--- src/rtl/bist_pkg.sv ---
package bist_pkg;

    typedef enum logic [1:0] {
        ST_IDLE  = 2'd0,
        ST_RUN   = 2'd1,
        ST_DRAIN = 2'd2,
        ST_DONE  = 2'd3
    } bist_state_e;

    typedef enum logic {
        MODE_EXH  = 1'b0,
        MODE_PAIR = 1'b1
    } bist_mode_e;

endpackage

--- src/rtl/bist_debruijn.sv ---
module bist_debruijn #(
    parameter int N = 4,
    parameter logic [N-1:0] TAPS = 4'b1100
) (
    input  logic         clk_i,
    input  logic         rst_ni,
    input  logic         clr_i,
    input  logic         adv_i,
    output logic [N-1:0] state_o
);

    logic [N-1:0] q;
    logic         lin_fb;
    logic         zero_fix;
    logic         fb;

    // Plain LFSR feedback, plus a correction that splices the all-zero
    // state into the maximal-length cycle.
    always_comb begin
        lin_fb   = ^(q & TAPS);
        zero_fix = (q[N-2:0] == '0);
        fb       = lin_fb ^ zero_fix;
    end

    always_ff @(posedge clk_i or negedge rst_ni) begin
        if (!rst_ni) begin
            q <= '0;
        end else if (clr_i) begin
            q <= '0;
        end else if (adv_i) begin
            q <= {q[N-2:0], fb};
        end
    end

    assign state_o = q;

endmodule

--- src/rtl/bist_ctrl.sv ---
module bist_ctrl
    import bist_pkg::*;
#(
    parameter int N = 4
) (
    input  logic clk_i,
    input  logic rst_ni,
    input  logic start_i,
    input  logic mode_i,
    output logic clr_o,
    output logic adv_a_o,
    output logic adv_b_o,
    output logic sel_b_o,
    output logic vld_o,
    output logic busy_o,
    output logic done_o
);

    localparam int CW = 2 * N + 2;
    localparam logic [CW-1:0] EXH_LAST  = CW'((2 ** N) - 1);
    localparam logic [CW-1:0] PAIR_LAST = CW'((2 ** (2 * N + 1)) - 1);

    bist_state_e   state_q, state_d;
    bist_mode_e    mode_q;
    logic [CW-1:0] cnt_q;
    logic          last_step;
    logic          stepping;
    logic          pair_end;

    assign last_step = (cnt_q == ((mode_q == MODE_PAIR) ? PAIR_LAST : EXH_LAST));

    // State register
    always_ff @(posedge clk_i or negedge rst_ni) begin
        if (!rst_ni) begin
            state_q <= ST_IDLE;
        end else begin
            state_q <= state_d;
        end
    end

    // Next-state logic
    always_comb begin
        state_d = state_q;
        if (start_i) begin
            state_d = ST_RUN;
        end else begin
            unique case (state_q)
                ST_IDLE:  state_d = ST_IDLE;
                ST_RUN:   state_d = last_step ? ST_DRAIN : ST_RUN;
                ST_DRAIN: state_d = ST_DONE;
                ST_DONE:  state_d = ST_DONE;
            endcase
        end
    end

    // Step counter and latched mode
    always_ff @(posedge clk_i or negedge rst_ni) begin
        if (!rst_ni) begin
            cnt_q  <= '0;
            mode_q <= MODE_EXH;
        end else if (start_i) begin
            cnt_q  <= '0;
            mode_q <= bist_mode_e'(mode_i);
        end else if (state_q == ST_RUN) begin
            cnt_q  <= cnt_q + 1'b1;
        end
    end

    // Outputs
    always_comb begin
        stepping = (state_q == ST_RUN) && !start_i;
        pair_end = cnt_q[0] && (&cnt_q[N:1]);
        clr_o    = start_i;
        vld_o    = (state_q == ST_RUN);
        busy_o   = (state_q == ST_RUN) || (state_q == ST_DRAIN);
        done_o   = (state_q == ST_DONE);
        sel_b_o  = (mode_q == MODE_PAIR) && cnt_q[0];
        adv_b_o  = stepping && (mode_q == MODE_PAIR) && cnt_q[0];
        adv_a_o  = stepping && ((mode_q == MODE_EXH) || pair_end);
    end

endmodule

--- src/rtl/bist_group.sv ---
module bist_group #(
    parameter int N = 4,
    parameter int M = 3,
    parameter logic [N-1:0] TAPS = 4'b1100,
    parameter logic [(2**N)-1:0] TABLE = '0
) (
    input  logic         clk_i,
    input  logic         rst_ni,
    input  logic         clr_i,
    input  logic         adv_a_i,
    input  logic         adv_b_i,
    input  logic         sel_b_i,
    input  logic         vld_i,
    output logic [N-1:0] pat_o,
    input  logic [M-1:0] resp_i,
    output logic         fail_o
);

    logic [1:0]   adv;
    logic [N-1:0] gen_q [2];
    logic         pred;
    logic [M-1:0] resp_q;
    logic         pred_q;
    logic         vld_q;
    logic         mism;
    logic         fail_q;

    assign adv = {adv_b_i, adv_a_i};

    // Two generators: index 0 leads the pair, index 1 follows it
    for (genvar k = 0; k < 2; k++) begin : g_gen
        bist_debruijn #(.N(N), .TAPS(TAPS)) u_gen (
            .clk_i   (clk_i),
            .rst_ni  (rst_ni),
            .clr_i   (clr_i),
            .adv_i   (adv[k]),
            .state_o (gen_q[k])
        );
    end

    assign pat_o = sel_b_i ? gen_q[1] : gen_q[0];
    assign pred  = TABLE[pat_o];

    // One pipeline stage, with the predicted bit kept in step with the responses
    always_ff @(posedge clk_i or negedge rst_ni) begin
        if (!rst_ni) begin
            resp_q <= '0;
            pred_q <= 1'b0;
            vld_q  <= 1'b0;
        end else begin
            resp_q <= resp_i;
            pred_q <= pred;
            vld_q  <= clr_i ? 1'b0 : vld_i;
        end
    end

    assign mism = vld_q && ((^resp_q) ^ pred_q);

    always_ff @(posedge clk_i or negedge rst_ni) begin
        if (!rst_ni) begin
            fail_q <= 1'b0;
        end else if (clr_i) begin
            fail_q <= 1'b0;
        end else if (mism) begin
            fail_q <= 1'b1;
        end
    end

    assign fail_o = fail_q;

endmodule

--- src/rtl/lbist_parity_top.sv ---
module lbist_parity_top #(
    parameter int N_IN   = 4,
    parameter int M_DUT  = 3,
    parameter int GROUPS = 2,
    parameter logic [N_IN-1:0] TAPS = 4'b1100,
    parameter logic [GROUPS*(2**N_IN)-1:0] PARITY_TABLE = '0
) (
    input  logic                      clk_i,
    input  logic                      rst_ni,
    input  logic                      start_i,
    input  logic                      xfer_mode_i,
    output logic [GROUPS*N_IN-1:0]    pat_o,
    input  logic [GROUPS*M_DUT-1:0]   resp_i,
    output logic                      busy_o,
    output logic                      done_o,
    output logic                      fail_o
);

    localparam int DEPTH = 2 ** N_IN;

    logic              clr;
    logic              adv_a;
    logic              adv_b;
    logic              sel_b;
    logic              vld;
    logic [GROUPS-1:0] grp_fail;

    bist_ctrl #(.N(N_IN)) u_ctrl (
        .clk_i   (clk_i),
        .rst_ni  (rst_ni),
        .start_i (start_i),
        .mode_i  (xfer_mode_i),
        .clr_o   (clr),
        .adv_a_o (adv_a),
        .adv_b_o (adv_b),
        .sel_b_o (sel_b),
        .vld_o   (vld),
        .busy_o  (busy_o),
        .done_o  (done_o)
    );

    for (genvar g = 0; g < GROUPS; g++) begin : g_grp
        bist_group #(
            .N     (N_IN),
            .M     (M_DUT),
            .TAPS  (TAPS),
            .TABLE (PARITY_TABLE[g*DEPTH +: DEPTH])
        ) u_grp (
            .clk_i   (clk_i),
            .rst_ni  (rst_ni),
            .clr_i   (clr),
            .adv_a_i (adv_a),
            .adv_b_i (adv_b),
            .sel_b_i (sel_b),
            .vld_i   (vld),
            .pat_o   (pat_o[g*N_IN +: N_IN]),
            .resp_i  (resp_i[g*M_DUT +: M_DUT]),
            .fail_o  (grp_fail[g])
        );
    end

    assign fail_o = |grp_fail;

endmodule

--- config.mk ---
export PLATFORM = sky130hd
export DESIGN_NAME = lbist_parity_top
export DESIGN_NICKNAME = d
export VERILOG_FILES = /design/src/rtl/bist_pkg.sv /design/src/rtl/bist_debruijn.sv /design/src/rtl/bist_ctrl.sv /design/src/rtl/bist_group.sv /design/src/rtl/lbist_parity_top.sv
export SDC_FILE = /design/constraint.sdc
export NUM_CORES = 1
export LEC_CHECK = 0
export ABC_AREA = 1
export BUFFER_PORTS_ARGS = -buffer_cell sky130_fd_sc_hd__buf_4
export CORE_MARGIN = 2
export CORE_UTILIZATION = 57
export DETAILED_ROUTE_END_ITERATION = 7
export PLACE_DENSITY = 0.8
export SLEW_MARGIN = 0
export SYNTH_ARGS = -nofsm -noshare
export SYNTH_HDL_FRONTEND = slang
export SYNTH_SLANG_ARGS = --single-unit
--- constraint.sdc ---
create_clock -name clk_i -period 2 [get_ports clk_i]
set_clock_uncertainty 0.15 [all_clocks]
set_input_delay 0.1 -clock clk_i [delete_from_list [all_inputs] [get_ports clk_i]]
set_output_delay 0.1 -clock clk_i [all_outputs]
set_load 0.01 [all_outputs]
Word-level counts from Yosys, hierarchy flattened
Memories as Yosys holds them, arrays and structs flattened. A register that Yosys moved wholly into a read port is not among the register bits.
Index checks and enable logic that the tools add are counted.
{ "op_classes": {"add_sub_neg": 1, "n_reduce_logical": 32, "n_bitwise": 7, "n_eq_ne": 4, "muxes": 21} }
{ "op_table": {"columns": ["operator", "n"], "rows": [
  ["$mux 4", 10],
  ["$mux 10", 2],
  ["$reduce_xor 4->1", 4],
  ["$logic_not 3->1", 4],
  ["$add 10x1->10 const B", 1],
  ["$eq 10x10->1", 1],
  ["$reduce_bool 2->1", 5],
  ["$mux 9", 1],
  ["$logic_and 1x1->1", 8],
  ["$pmux 2 s3", 1],
  ["$reduce_xor 3->1", 2],
  ["$xor 1x1->1", 6],
  ["$mux 1", 5],
  ["$eq 2x2->1 const B", 2],
  ["$mux 2", 2],
  ["$reduce_and 4->1", 1],
  ["$reduce_or 2->1", 2],
  ["$logic_not 1->1", 3],
  ["$eq 2x1->1 const B", 1],
  ["$logic_not 2->1", 1],
  ["$logic_or 1x1->1", 2],
  ["$not 1->1", 1]
]} }
{ "word_totals": {"memories": 2, "rom_bits": 32, "ff_bits": 38, "inputBits": 10, "out_inout_bits": 11} }
{ "mem_list": {"columns": ["name", "words", "word_bits", "rd", "rd_ports_with_merged_regs", "wr", "line", "rtl"], "rows": [
  ["(name not given)", 16, 1, 1, 1, 0, "bist_group.sv:42", "assign pred = TABLE[pat_o];"],
  ["(name not given)", 16, 1, 1, 1, 0, "bist_group.sv:42", null]
]} }

Longest topological paths before layout
{ "logic_depth": {"word_depth": 6, "mapped_depth": 9} }

Modules after synthesis
From an unflattened synthesis, not the netlist that was laid out.
{ "unflattened": {"hier_cells": 249, "area_unflattened_um2": 2063.2} }
{ "by_module_without_submodules": {"columns": ["mod", "n_inst", "area_per_inst_um2", "cells_each"], "rows": [
  ["bist_ctrl", 1, 808.3, 110],
  ["bist_debruijn", 4, 193.9, 23],
  ["bist_group", 2, 234.0, 22],
  ["lbist_parity_top", 1, 11.3, 3]
]} }

Worst setup path before layout
Ideal clock, no wire load.
{ "synth_timing": {"kind": "flip-flop to flip-flop", "startpoint": "register u_ctrl.state_q[1]", "endpoint": "register u_ctrl.cnt_q[8]", "t_required_ns": 1.729, "arrival_time_ns": 1.202, "path_slack_ns": 0.527, "stages_incl_launch_ff": 8, "path_cell_list": "dfrtp_1 inv_1 ha_1 nand3_1 nor2_1 nand2_1 o21ai_0 nor2_1"} }
{ "synth_between": {"elab_chain_len": 2} }
{ "synth_rtl": {"columns": ["element", "line", "rtl"], "rows": [
  ["from (decl)", "bist_ctrl.sv:23", "bist_state_e state_q, state_d;"],
  ["from (signal assigned)", "bist_ctrl.sv:37", "state_q <= state_d;"],
  ["$eq 2x1->1", "bist_ctrl.sv:64", "end else if (state_q == ST_RUN) begin"],
  ["$reduce_bool 2->1 (no line)", null, null],
  ["to (signal assigned)", "bist_ctrl.sv:65", "cnt_q <= cnt_q + 1'b1;"],
  ["to (decl)", "bist_ctrl.sv:25", "logic [CW-1:0] cnt_q;"]
]} }
No other way between the ends.
A chain may end at the register's enable or synchronous reset.

Worst setup path after layout
{ "layout_timing": {"startpoint": "register u_ctrl.mode_q", "endpoint": "output port pat_o[1]"} }
{ "layout_between": {"elab_chain_len": 2} }
{ "layout_rtl": {"columns": ["element", "line", "rtl"], "rows": [
  ["from (decl)", "bist_ctrl.sv:24", "bist_mode_e mode_q;"],
  ["from (signal assigned)", "bist_ctrl.sv:63", "mode_q <= bist_mode_e'(mode_i);"],
  ["$logic_and 1x1->1", "bist_ctrl.sv:77", "sel_b_o = (mode_q == MODE_PAIR) && cnt_q[0];"],
  ["$mux 4", "bist_group.sv:41", "assign pat_o = sel_b_i ? gen_q[1] : gen_q[0];"],
  ["to (decl)", "lbist_parity_top.sv:12", "output logic [GROUPS*N_IN-1:0] pat_o,"]
]} }
No other way between the ends.

==> impl_table.tex <==
\begin{tabular}{lr}
\hline
Metric & Value \\
\hline
\multicolumn{2}{l}{\textbf{Timing}} \\
Total count of max-transition violations in the final report & 0 \\
Period minus WS final & around 1800 ps \\
Unrepaired setup endpoints after global routing & false \\
Share of the clock period used by the worst path after layout & 0.9107 \\
Final-report hold violation count & 0 \\
Fin Setup TNS & 0 ps \\
Slew at the pin closest to its max-slew limit & about 470 ps \\
Worst path setup slack after routing & 178.7 ps \\
Worst rel slew slack & 0.6884 \\
Peak Freq & 0.5491 GHz \\
Hold\_ws & between 90 and 100 ps \\
Final-report setup violation count & 0 \\
\multicolumn{2}{l}{\textbf{Global routing}} \\
Aggregate global routing overflow & 0 \\
Antenna violations before repair & 0 \\
Global-route wire length before repair & 6410 um \\
Overall routing resource usage & 0.2425 \\
Vias in the first global route & 1524 \\
Pin count of the biggest net entering global routing & 39 \\
\multicolumn{2}{l}{\textbf{Clocking}} \\
Number of H-tree levels & 2 \\
Clock root cell & sky130\_fd\_sc\_hd\_\_clkbuf\_4 \\
Clock tree from TritonCTS & yes \\
Clk sink count & 38 \\
Max clock buf depth & 2 \\
Number of clock buffers inserted by TritonCTS & 5 \\
Worst-Skew Late Latency & 350 ps \\
Clock-pin slew reported for the worst setup and hold paths after clock tree synthesis & around 110 ps \\
Postcts setup bufs & 0 \\
\multicolumn{2}{l}{\textbf{Routing}} \\
DRC Markers & 0 \\
DR iter-0 viols & 65 \\
Via count of the routed design & roughly 1500 \\
Remaining antenna violation count after routing & 0 \\
First-pass iteration count of the detailed router & 6 \\
Wirelength, routed & between 3000 and 4000 um \\
Via density & between 5 and 6 \\
WL/cell & 13.01 um \\
\multicolumn{2}{l}{\textbf{Power and ir drop}} \\
Overall Power & 1.740 mW \\
Power density over the cells & just under 800 nW/um2 \\
Peak supply drop & about 480 uV \\
Leak pwr & 1.124 nW \\
\multicolumn{2}{l}{\textbf{Finish}} \\
Diode insertion count for antenna repair & 0 \\
Finished Core Util & 0.7230 \\
Fillcell total & 255 \\
Nets & 263 \\
Count of non-filler cells in the finished layout & 293 \\
Share of post-route cells with drive strength above 1 & 0.1727 \\
Non-Filler Cell Area, Final & 2207 um2 \\
Layout area overhead & 21.49\% \\
\multicolumn{2}{l}{\textbf{Place}} \\
RD Place Congestion & 0.8063 \\
Post-Place Cell Area & 1996 um2 \\
Post-detail-place hpwl & between 2000 and 2500 um \\
Port Buffer Count & 20 \\
Worst slack after detailed placement & approximately 340 ps \\
Cell total after placement & between 200 and 300 \\
\multicolumn{2}{l}{\textbf{Floorplanning}} \\
Die area & 3655 um2 \\
Count of standard-cell rows & 20 \\
\# IOs & 21 \\
Initial Utilization & 0.5951 \\
Y dimension of the die & around 60 um \\
Core area & 3053 um2 \\
Horizontal die dimension & 60.46 um \\
\multicolumn{2}{l}{\textbf{Logic synthesis}} \\
Number of instances in the synthesized netlist & roughly 210 \\
Largest area contributor in the synthesized netlist & sky130\_fd\_sc\_hd\_\_dfrtp\_1 \\
Number of synthesized flops with an enable pin & 0 \\
Combined area of all synthesized cells & $\sim$1800 um2 \\
Unique cell type count in the Yosys netlist & 24 \\
Fraction of registers with async set or reset after synthesis & 1.000 \\
Sequential fraction of the synthesis area & 0.5234 \\
Most numerous cell in the Yosys netlist & sky130\_fd\_sc\_hd\_\_nand2\_1 \\
Number of nets in the synthesized netlist & 229 \\
Cell types with the largest area share after synthesis & sky130\_fd\_sc\_hd\_\_dfrtp\_1 (52\%), sky130\_fd\_sc\_hd\_\_nand2\_1 (12\%), sky130\_fd\_sc\_hd\_\_inv\_1 (5.0\%), sky130\_fd\_sc\_hd\_\_o21ai\_0 (4.7\%), sky130\_fd\_sc\_hd\_\_ha\_1 (3.4\%) \\
Mean instance size in the synthesized netlist & 8.489 um2 \\
Flop and latch count out of synthesis & 38 \\
Commonest cells in the netlist & sky130\_fd\_sc\_hd\_\_nand2\_1 (58), sky130\_fd\_sc\_hd\_\_dfrtp\_1 (38), sky130\_fd\_sc\_hd\_\_inv\_1 (24) \\
Most used flip-flop cell after synthesis & sky130\_fd\_sc\_hd\_\_dfrtp\_1 \\
Total of warnings raised by yosys & 0 \\
Share of the synthesized area in the top cell type & 0.5234 \\
\multicolumn{2}{l}{\textbf{Critical path}} \\
Critical setup path kind & flop to primary output \\
Startpoint class of the critical path & flop \\
Crit path capture type & primary output \\
Register-to-register setup slack & around 320 ps \\
Crit-path max FO & 11 \\
Critical Path RT & between 1500 and 2000 ps \\
Path length in cells of the critical path & 5 \\
Worst path slowest cell & sky130\_fd\_sc\_hd\_\_dfrtp\_1 \\
Worst Reg2Reg Path Length in Cells & 7 \\
Most Frequent Cell on Critical Path & sky130\_fd\_sc\_hd\_\_nand2\_1 \\
Worst path bufs/invs & 2 \\
Kind of cell with the highest combined delay on the critical path & flip-flops \\
Crit-path max cell delay & 450 ps \\
Cell breakdown of the critical path & nand2\_1, inv\_2, nand2\_1, o21ai\_0, buf\_4 \\
Startpoint of the worst register-to-register path & u\_ctrl.state\_q[1] \\
FF-to-FF End & g\_grp[1].u\_grp.g\_gen[1].u\_gen.state\_o[3] \\
Worst Path Arrival & 1570 ps \\
\multicolumn{2}{l}{\textbf{Outcome}} \\
Result of the run & completed \\
\multicolumn{2}{l}{\textbf{Hold path}} \\
Path class of the lowest-slack min-delay path & input port to asynchronous set/reset pin \\
\multicolumn{2}{l}{\textbf{Flow run}} \\
Max Cap Violations & 0 \\
\hline
\end{tabular}
power by group:
part	internal [mW]	switching (mW)	leakage [nW]	total [mW]
registers	0.807	0.0349	0.498	0.842
logic	0.100	0.121	0.568	0.221
clock network	0.423	0.252	0.0585	0.676
total	1.33	0.408	1.12	1.74
final cells by class:
cell class / instances / area [um2] / share of cell area
clock inverter: 2 / 60.06 / 0.02721
timing repair buffer: 30 / 250.2 / 0.1134
multi-input combinational: 145 / 729.5 / 0.3305
sequential: 38 / 950.9 / 0.4308
clock buffer: 6 / 51.30 / 0.02324
inverter: 28 / 110.1 / 0.04989
tap: 44 / 55.05 / 0.02494
cell usage in the layout, fill, tap and decap left out:
cell / n
sky130_fd_sc_hd__bufinv_16: 2
sky130_fd_sc_hd__nor2_1: 16
sky130_fd_sc_hd__nand2_2: 3
sky130_fd_sc_hd__dfrtp_1: 38
sky130_fd_sc_hd__nand3_1: 11
sky130_fd_sc_hd__clkbuf_8: 1
sky130_fd_sc_hd__ha_1: 5
sky130_fd_sc_hd__xnor2_1: 2
sky130_fd_sc_hd__nand2b_1: 2
sky130_fd_sc_hd__nor2_4: 2
sky130_fd_sc_hd__clkbuf_4: 5
sky130_fd_sc_hd__xor2_1: 1
sky130_fd_sc_hd__clkinv_4: 1
sky130_fd_sc_hd__a22o_1: 1
sky130_fd_sc_hd__nand3b_1: 1
sky130_fd_sc_hd__o21ai_0: 17
sky130_fd_sc_hd__inv_1: 23
sky130_fd_sc_hd__nand2_1: 58
sky130_fd_sc_hd__nor2_2: 2
sky130_fd_sc_hd__buf_4: 20
sky130_fd_sc_hd__o21ai_2: 2
sky130_fd_sc_hd__nor3_1: 4
sky130_fd_sc_hd__a21oi_1: 11
sky130_fd_sc_hd__o22ai_1: 6
sky130_fd_sc_hd__inv_2: 4
sky130_fd_sc_hd__dlygate4sd3_1: 10
sky130_fd_sc_hd__nor3_2: 1
worst max path at each step:
| stage | startpoint | to | slack, ps |
|---|---|---|---|
| global route | u_ctrl.cnt_q[0] | pat_o[1] | 50 |
| floorplan | u_ctrl.state_q[1] | u_ctrl.cnt_q[8] | 530 |
| global placement | u_ctrl.state_q[1] | g_grp[1].u_grp.g_gen[1].u_gen.state_o[1] | 380 |
| CTS | u_ctrl.mode_q | pat_o[1] | 120 |
| detailed placement | u_ctrl.state_q[1] | g_grp[0].u_grp.g_gen[1].u_gen.state_o[2] | 340 |
| finish | u_ctrl.mode_q | pat_o[1] | 180 |
state kept, by name, indices dropped and copies added, names as in the netlist:
name,cells
g_grp.u_grp.vld_q,1
u_ctrl.cnt_q,10
g_grp.u_grp.fail_o,2
u_ctrl.state_q,2
u_ctrl.mode_q,1
g_grp.u_grp.g_gen.u_gen.state_o,16
g_grp.u_grp.resp_q,6
kinds of logic after synthesis:
| group | count (synthesis) | synth area share |
|---|---|---|
| buffers and inverters | 31 | 0.07507 |
| adder cells (fa/ha/maj) | 5 | 0.03444 |
| AND/OR/NAND/NOR | 100 | 0.2404 |
| flip-flops | 38 | 0.5234 |
| XOR/XNOR | 3 | 0.01447 |
| AO/OA/AOI/OAI | 37 | 0.1123 |
per-layer routing:
layer / part of all wire / GRT usage / up-vias
met2: 0.52 / 0.4224 / 27
met1: 0.42 / 0.2871 / 713
met5: 0 / 0 / -
met4: 0.022 / 0.1149 / 0
li1: - / - / 753
met3: 0.034 / 0.05117 / 11
timing repair:
item	in CTS	in global routing
gates resized for setup	0	1
hold buffers	10	0
endpoints found under the hold margin	52	0
setup endpoints to repair	0	1
worst register-to-register path: cells and delay by family (launching register included):
kind | cells | cell delay [ps]
buf+inv | 2 | 170
flops | 1 | 410
compound gates | 1 | 110
simple gates | 3 | 460
fa+ha+maj | 1 | 250
Note: power is estimated with default switching activity, not from simulation.
